`src/rtl/udc_pkg.sv`:
```
package udc_pkg;

  // Operation applied to the count register on the next clock edge.
  typedef enum logic [2:0] {
    UDC_HOLD  = 3'd0,
    UDC_INC   = 3'd1,
    UDC_DEC   = 3'd2,
    UDC_LOAD  = 3'd3,
    UDC_CLASH = 3'd4
  } udc_op_e;

endpackage

```
`src/rtl/udc_strobe_sense.sv`:
```
// Samples one strobe on the system clock and flags a low-to-high change.
// Both stages reset to the idle (high) level.
module udc_strobe_sense (
  input  logic clk,
  input  logic rst,
  input  logic stb_i,
  output logic level_o,
  output logic rise_o
);

  logic stage1_q;
  logic stage2_q;

  always_ff @(posedge clk) begin
    if (rst) begin
      stage1_q <= 1'b1;
      stage2_q <= 1'b1;
    end else begin
      stage1_q <= stb_i;
      stage2_q <= stage1_q;
    end
  end

  assign level_o = stage1_q;
  assign rise_o  = stage1_q & ~stage2_q;

endmodule

```
`src/rtl/udc_op_select.sv`:
```
// Priority: preset, then conflicting edges, then up, then down.
module udc_op_select
  import udc_pkg::*;
(
  input  logic    load_n,
  input  logic    rise_up,
  input  logic    rise_dn,
  output udc_op_e op
);

  always_comb begin
    if (!load_n)                op = UDC_LOAD;
    else if (rise_up && rise_dn) op = UDC_CLASH;
    else if (rise_up)           op = UDC_INC;
    else if (rise_dn)           op = UDC_DEC;
    else                        op = UDC_HOLD;
  end

endmodule

```
`src/rtl/udc_count_core.sv`:
```
// Count register and sticky conflict flag.
module udc_count_core
  import udc_pkg::*;
#(
  parameter int WIDTH = 4
) (
  input  logic             clk,
  input  logic             rst,
  input  udc_op_e          op,
  input  logic [WIDTH-1:0] load_val,
  output logic [WIDTH-1:0] count,
  output logic             clash
);

  localparam logic [WIDTH-1:0] STEP = WIDTH'(1);

  always_ff @(posedge clk) begin
    if (rst) begin
      count <= '0;
      clash <= 1'b0;
    end else begin
      case (op)
        UDC_LOAD:  count <= load_val;
        UDC_INC:   count <= count + STEP;
        UDC_DEC:   count <= count - STEP;
        UDC_CLASH: clash <= 1'b1;
        default:   count <= count;
      endcase
    end
  end

endmodule

```
`src/rtl/udc_term_flags.sv`:
```
// Active-low terminal flags, gated by the low phase of the matching strobe.
module udc_term_flags #(
  parameter int WIDTH = 4
) (
  input  logic [WIDTH-1:0] count,
  input  logic             up_lvl,
  input  logic             dn_lvl,
  output logic             carry_n,
  output logic             borrow_n
);

  localparam logic [WIDTH-1:0] TOP = {WIDTH{1'b1}};

  assign carry_n  = ~((count == TOP) & ~up_lvl);
  assign borrow_n = ~((count == '0) & ~dn_lvl);

endmodule

```
`src/rtl/udc_counter.sv`:
```
module udc_counter
  import udc_pkg::*;
#(
  parameter int WIDTH = 4
) (
  input  logic             clk,
  input  logic             mreset,
  input  logic             up_stb,
  input  logic             dn_stb,
  input  logic             load_n,
  input  logic [WIDTH-1:0] load_val,
  output logic [WIDTH-1:0] count,
  output logic             carry_n,
  output logic             borrow_n,
  output logic             conflict
);

  localparam int NSTB = 2;  // index 0: up, index 1: down

  logic [NSTB-1:0] stb_vec;
  logic [NSTB-1:0] lvl_vec;
  logic [NSTB-1:0] rise_vec;
  udc_op_e         op;

  assign stb_vec = {dn_stb, up_stb};

  for (genvar g = 0; g < NSTB; g++) begin : g_sense
    udc_strobe_sense u_sense (
      .clk     (clk),
      .rst     (mreset),
      .stb_i   (stb_vec[g]),
      .level_o (lvl_vec[g]),
      .rise_o  (rise_vec[g])
    );
  end

  udc_op_select u_sel (
    .load_n  (load_n),
    .rise_up (rise_vec[0]),
    .rise_dn (rise_vec[1]),
    .op      (op)
  );

  udc_count_core #(.WIDTH(WIDTH)) u_core (
    .clk      (clk),
    .rst      (mreset),
    .op       (op),
    .load_val (load_val),
    .count    (count),
    .clash    (conflict)
  );

  udc_term_flags #(.WIDTH(WIDTH)) u_flags (
    .count    (count),
    .up_lvl   (lvl_vec[0]),
    .dn_lvl   (lvl_vec[1]),
    .carry_n  (carry_n),
    .borrow_n (borrow_n)
  );

endmodule

```
`config.mk`:
```
export PLATFORM = sky130hd
export DESIGN_NAME = udc_counter
export DESIGN_NICKNAME = d
export VERILOG_FILES = /design/src/rtl/udc_pkg.sv /design/src/rtl/udc_strobe_sense.sv /design/src/rtl/udc_op_select.sv /design/src/rtl/udc_count_core.sv /design/src/rtl/udc_term_flags.sv /design/src/rtl/udc_counter.sv
export SDC_FILE = /design/constraint.sdc
export NUM_CORES = 1
export LEC_CHECK = 0
export CORE_AREA = 10 10 47 49
export DETAILED_ROUTE_END_ITERATION = 12
export DIE_AREA = 0 0 57 59
export PLACE_DENSITY = 0.67
export SYNTH_ARGS = -nofsm -noshare
export SYNTH_HDL_FRONTEND = slang
export SYNTH_SLANG_ARGS = --single-unit
```
`constraint.sdc`:
```
create_clock -name clk -period 2 [get_ports clk]
set_input_delay 0.4 -clock clk [delete_from_list [all_inputs] [get_ports clk]]
set_output_delay 0.4 -clock clk [all_outputs]
set_load 0.01 [all_outputs]
```
# After elaboration in Yosys (flattened, before gate mapping)
# Index checks and enable logic that the tools add are counted.
# W data, S select, Z words.
# word_totals
reg_bits,9
in_bits,9
output_inout_bits,7
wordCells,31
# op_classes
add_sub_neg,2
n_mux,5
n_reduce_logical,3
n_eq_ne,5
bitwise_logic,10
# op_table
op,count
$pmux W4 S3,1
$mux W3,3
$eq A3 B2 Y1 const B,2
$not A1 Y1,6
$add A4 B1 Y4 const B,1
$and A1 B1 Y1,4
$eq A4 B4 Y1 const B,1
$logic_not A4 Y1,1
$sub A4 B1 Y4 const B,1
$eq A3 B1 Y1 const B,1
$eq A3 B3 Y1 const B,1
$reduce_bool A3 Y1,1
$mux W2,1
$logic_and A1 B1 Y1,1

# Longest topological paths before layout
# depth
word_depth,8
ltp_mapped,7
ltp_nobuf,7

# Hierarchy
# Synthesis repeated with hierarchy kept, for this count alone.
# unflattened
hier_cells,67
hier_area_um2,550.5
# modules_own_cells
mod,seq_area_each_um2,instances,cells_each,area_per_inst_um2
udc_count_core,100.1,1,47,384.1
udc_strobe_sense,40.0,2,5,58.8
udc_term_flags,0.0,1,5,25.0
udc_op_select,0.0,1,5,23.8

# Worst setup path before layout
# OpenSTA, ideal clock, no wires.
# synth_path
path_type,in2reg
start,input port load_n
end,register u_core.count[2]
setup_ns,0.079
arrival_ns,1.645
cell_stages,7
required_ns,1.921
slack_ns,0.276
path_buffers,1
path_cell_list,buf_2 -> and3b_4 -> inv_1 -> fa_1 -> xnor2_1 -> mux2i_1 -> a211oi_2
# synth_via
elab_chain_len,3
# synth_rtl
item,line,source
start: declaration,udc_counter.sv:10,"input logic load_n,"
$mux W3 *,udc_op_select.sv:12,if (!load_n) op = UDC_LOAD;
$eq A3 B2 Y1 or $eq A3 B1 Y1 (tied branches),udc_count_core.sv:22,case (op)
$pmux W4 S3 or $reduce_bool A3 Y1 (tied branches),--,
end signal: assignment,udc_count_core.sv:23,UDC_LOAD: count <= load_val;
end signal: assignment,udc_count_core.sv:24,UDC_INC: count <= count + STEP;
end signal: assignment,udc_count_core.sv:25,UDC_DEC: count <= count - STEP;
end: declaration,udc_count_core.sv:11,"output logic [WIDTH-1:0] count,"
# Every way passes the cells marked *; elsewhere a longest branch is shown, timed or not.
# A chain may end at the register's enable or synchronous reset.

# Worst setup path in the final report
# layout_path
start,register u_core.count[0]
end,output port carry_n
# layout_via
elab_chain_len,3
# layout_rtl
item,line,source
$eq A4 B4 Y1,udc_term_flags.sv:14,assign carry_n = ~((count == TOP) & ~up_lvl);
$and A1 B1 Y1,udc_term_flags.sv:14,
$not A1 Y1,udc_term_flags.sv:14,
end: declaration,udc_counter.sv:13,"output logic carry_n,"
# Every way passes these cells.

==> summary.md <==
| Metric | Value |
|---|---|
| Status | completed |
| Synth top area share | 35.3% |
| WL per Instance | 13.5 um |
| Placed Area | 709 sq um |
| Area growth syn-to-layout | 43.6% |
| Global-route wire length before repair | 2.18 mm |
| Area contributors post-synth | dfxtp_1 (35%), xor2_4 (5.4%), xnor2_1 (5.1%), ha_1 (4.9%), or2_2 (4.9%) |
| Startpoint Class | register |
| Setup violators final | 0 |
| Final-layout fill cell count | 145 |
| GRT overflow | 0 |
| Layout cells sized above 1 | 24.3% |
| Initial Util | 36.4% |
| Clock network fraction of total power | 31.9% |
| Seq cells post-synth | 9 |
| Inserted Diodes | 0 |
| WP data required | 1600 ps |
| Antenna violations before repair | 0 |
| Worst reg-to-reg path cell count | 7 |
| Total length of routed wires | 1.21 mm |
| Die W | 57 um |
| Post-synthesis cell area | 510 sq um |
| Worst-path fanout max | 3 |
| Switch share | 25.9% |
| Slew headroom | 72.6% |
| Reg2Reg Setup Slack | 220 ps |
| Final min period | 1940 ps |
| Dpl ws | -67.2 ps |
| Max cap viols | 0 |
| Net load switching power | 114 uW |
| P_int | 326 uW |
| Vias per inst | 4.83 |
| Logic gate share of total power | 23.3% |
| CP endpoint kind | primary output |
| Drt pass-1 iters | 2 |
| Post-CTS Hold Buffers | 0 |
| Final Hold Fails | 0 |
| Final #Nets | 87 |
| Worst Max-Slew Pin Slew | 410 ps |
| Multi-input gate area | 310 sq um |
| Max Clk Rate | 517 MHz |
| Hold Path Depth | 1 |
| Worst IR Drop VDD | 0.000262 V |
| YS warnings | 0 |
| Routed via count | 435 |
| H-tree Lvls | 1 |
| Global Route Usage Sum | 8.26% |
| Worst Path Arrival | 1540 ps |
| CORE AREA | 1400 sq um |
| Average size of a mapped cell | 9.82 sq um |
| Die ar. | 3360 sq um |
| Detailed Place HPWL | 976 um |
| Synth cell types | 28 |
| Seq/Total Area, Yosys | 35.3% |
| Post-synth top area cell | dfxtp_1 |
| Final worst slack | 64.1 ps |
| Total CTS buffers | 3 |
| Deepest clock path buffer count | 2 |
| Final period utilization | 96.8% |
| Min-delay worst type | reg -> reg |
| I/O pin count | 16 |
| Largest net degree at the start of global routing | 12 |
| Clock Skew | 9.01 ps |
| Cell Pwr Density | 600 nW/um^2 |
| Min Hold Slack | 466 ps |
| Worst skew pair latency | 260 ps |
| CTS tree | done |
| Total power | 440 uW |
| Vias in the first global route | 460 |
| Sequential power share | 44.8% |
| Max-slew violation count | 0 |
| Die height | 59 um |
| Post-Syn Nets | 64 |
| 1st-iter DRT viols | 1 |
| Fin area | 733 sq um |
| RSZ-0062 raised after global routing | no |
| Core Rows | 14 |
| Root buffer cell | clkbuf_4 |
| Commonest cells after routing, fill and taps aside | clkdlybuf4s50_1 (13), dfxtp_1 (9), buf_4 (5) |
| Lkg Pwr | 0.000285 uW |
| Synthesized instance count | 52 |
| GP Congestion | 0.764 |
| Final design utilization | 52.3% |
| Detail Route Antenna Nets | 0 |
| Kind of critical path | reg -> out |
| Clk sink count | 9 |
| Remaining DRCs | 0 |
| Reg clk slew, reported paths | 60 ps |
| Most common cell after layout, fill and taps aside | clkdlybuf4s50_1 |
| Register Area | 180 sq um |
| Buffers on Ports | 15 |
## worst max-delay path: stages (launching register included)
cell and delay [ps]:
dfxtp_1 370, inv_1 70, or4_1 530, dlygate4sd2_1 310
## cell usage after synthesis (all sizes together)
master,number
fa,1
nor2,4
dfxtp,9
nor3,1
nand3b,1
and2b,2
nand2,4
buf,1
xnor2,4
and3b,1
o21ai,1
nor3b,1
nor4,1
xor2,1
a21o,1
clkbuf,1
or4,1
inv,3
nand2b,1
o211ai,1
ha,2
a21oi,2
a211oi,1
or2,4
mux2i,2
a31oi,1
## registers in the layout, summed over array words and instances (netlist names)
| signal | cells |
|---|---|
| g_sense.u_sense.level_o | 2 |
| g_sense.u_sense.stage2_q | 2 |
| u_core.clash | 1 |
| u_core.count | 4 |
## power groups by stage
stage	combinational, uW	clock, uW	sequential (uW)
floorplan	51.2	0	204
global placement	102	0	200
detailed placement	105	0	201
CTS	104	145	197
global route	114	154	198
finish	103	140	197
## kinds of logic after synthesis
kind of cell | share of synthesized area, %
adder cells (fa/ha/maj) | 8.82
XOR/XNOR | 13.7
buffers and inverters | 3.92
multiplexers | 3.92
AND/OR/NAND/NOR | 24.8
flip-flops | 35.3
AO/OA/AOI/OAI | 9.56
## path summary, 6_finish.rpt
check | from | to
max | u_core.count[0] | carry_n
min | g_sense[1].u_sense.level_o | g_sense[1].u_sense.stage2_q
max reg2reg | g_sense[0].u_sense.stage2_q | u_core.count[2]
min reg2reg | g_sense[1].u_sense.level_o | g_sense[1].u_sense.stage2_q
## through the flow
step | cells | setup TNS, ps
floorplan | 52 | 0
CTS | 90 | 0
global placement | 86 | -20.5
finish | 90 | 0
detailed placement | 86 | -69.0
global route | 90 | 0
## repair_timing
item                       CTS  global route
resized for setup            2             0
buffers inserted             0             0
setup endpoints to repair    2             0
hold endpoints to repair     0             0
## metal layers
layer / share of wire, % / up-vias / track usage [%]
met5: 0 / - / 0
met4: 1.7 / 0 / 4.03
met3: 9.2 / 4 / 4.94
met2: 46 / 12 / 12.6
met1: 43 / 198 / 8.93
li1: - / 221 / -
## final cells by class
cell class              count  share of cell area (%)
repair buffers             20                    25.3
multi-input cells          38                    42.3
clock buffers               4                    3.58
inverters                   3                    1.54
well taps                  16                    2.73
flip-flops and latches      9                    24.6
(Power assumes the default switching activity.)
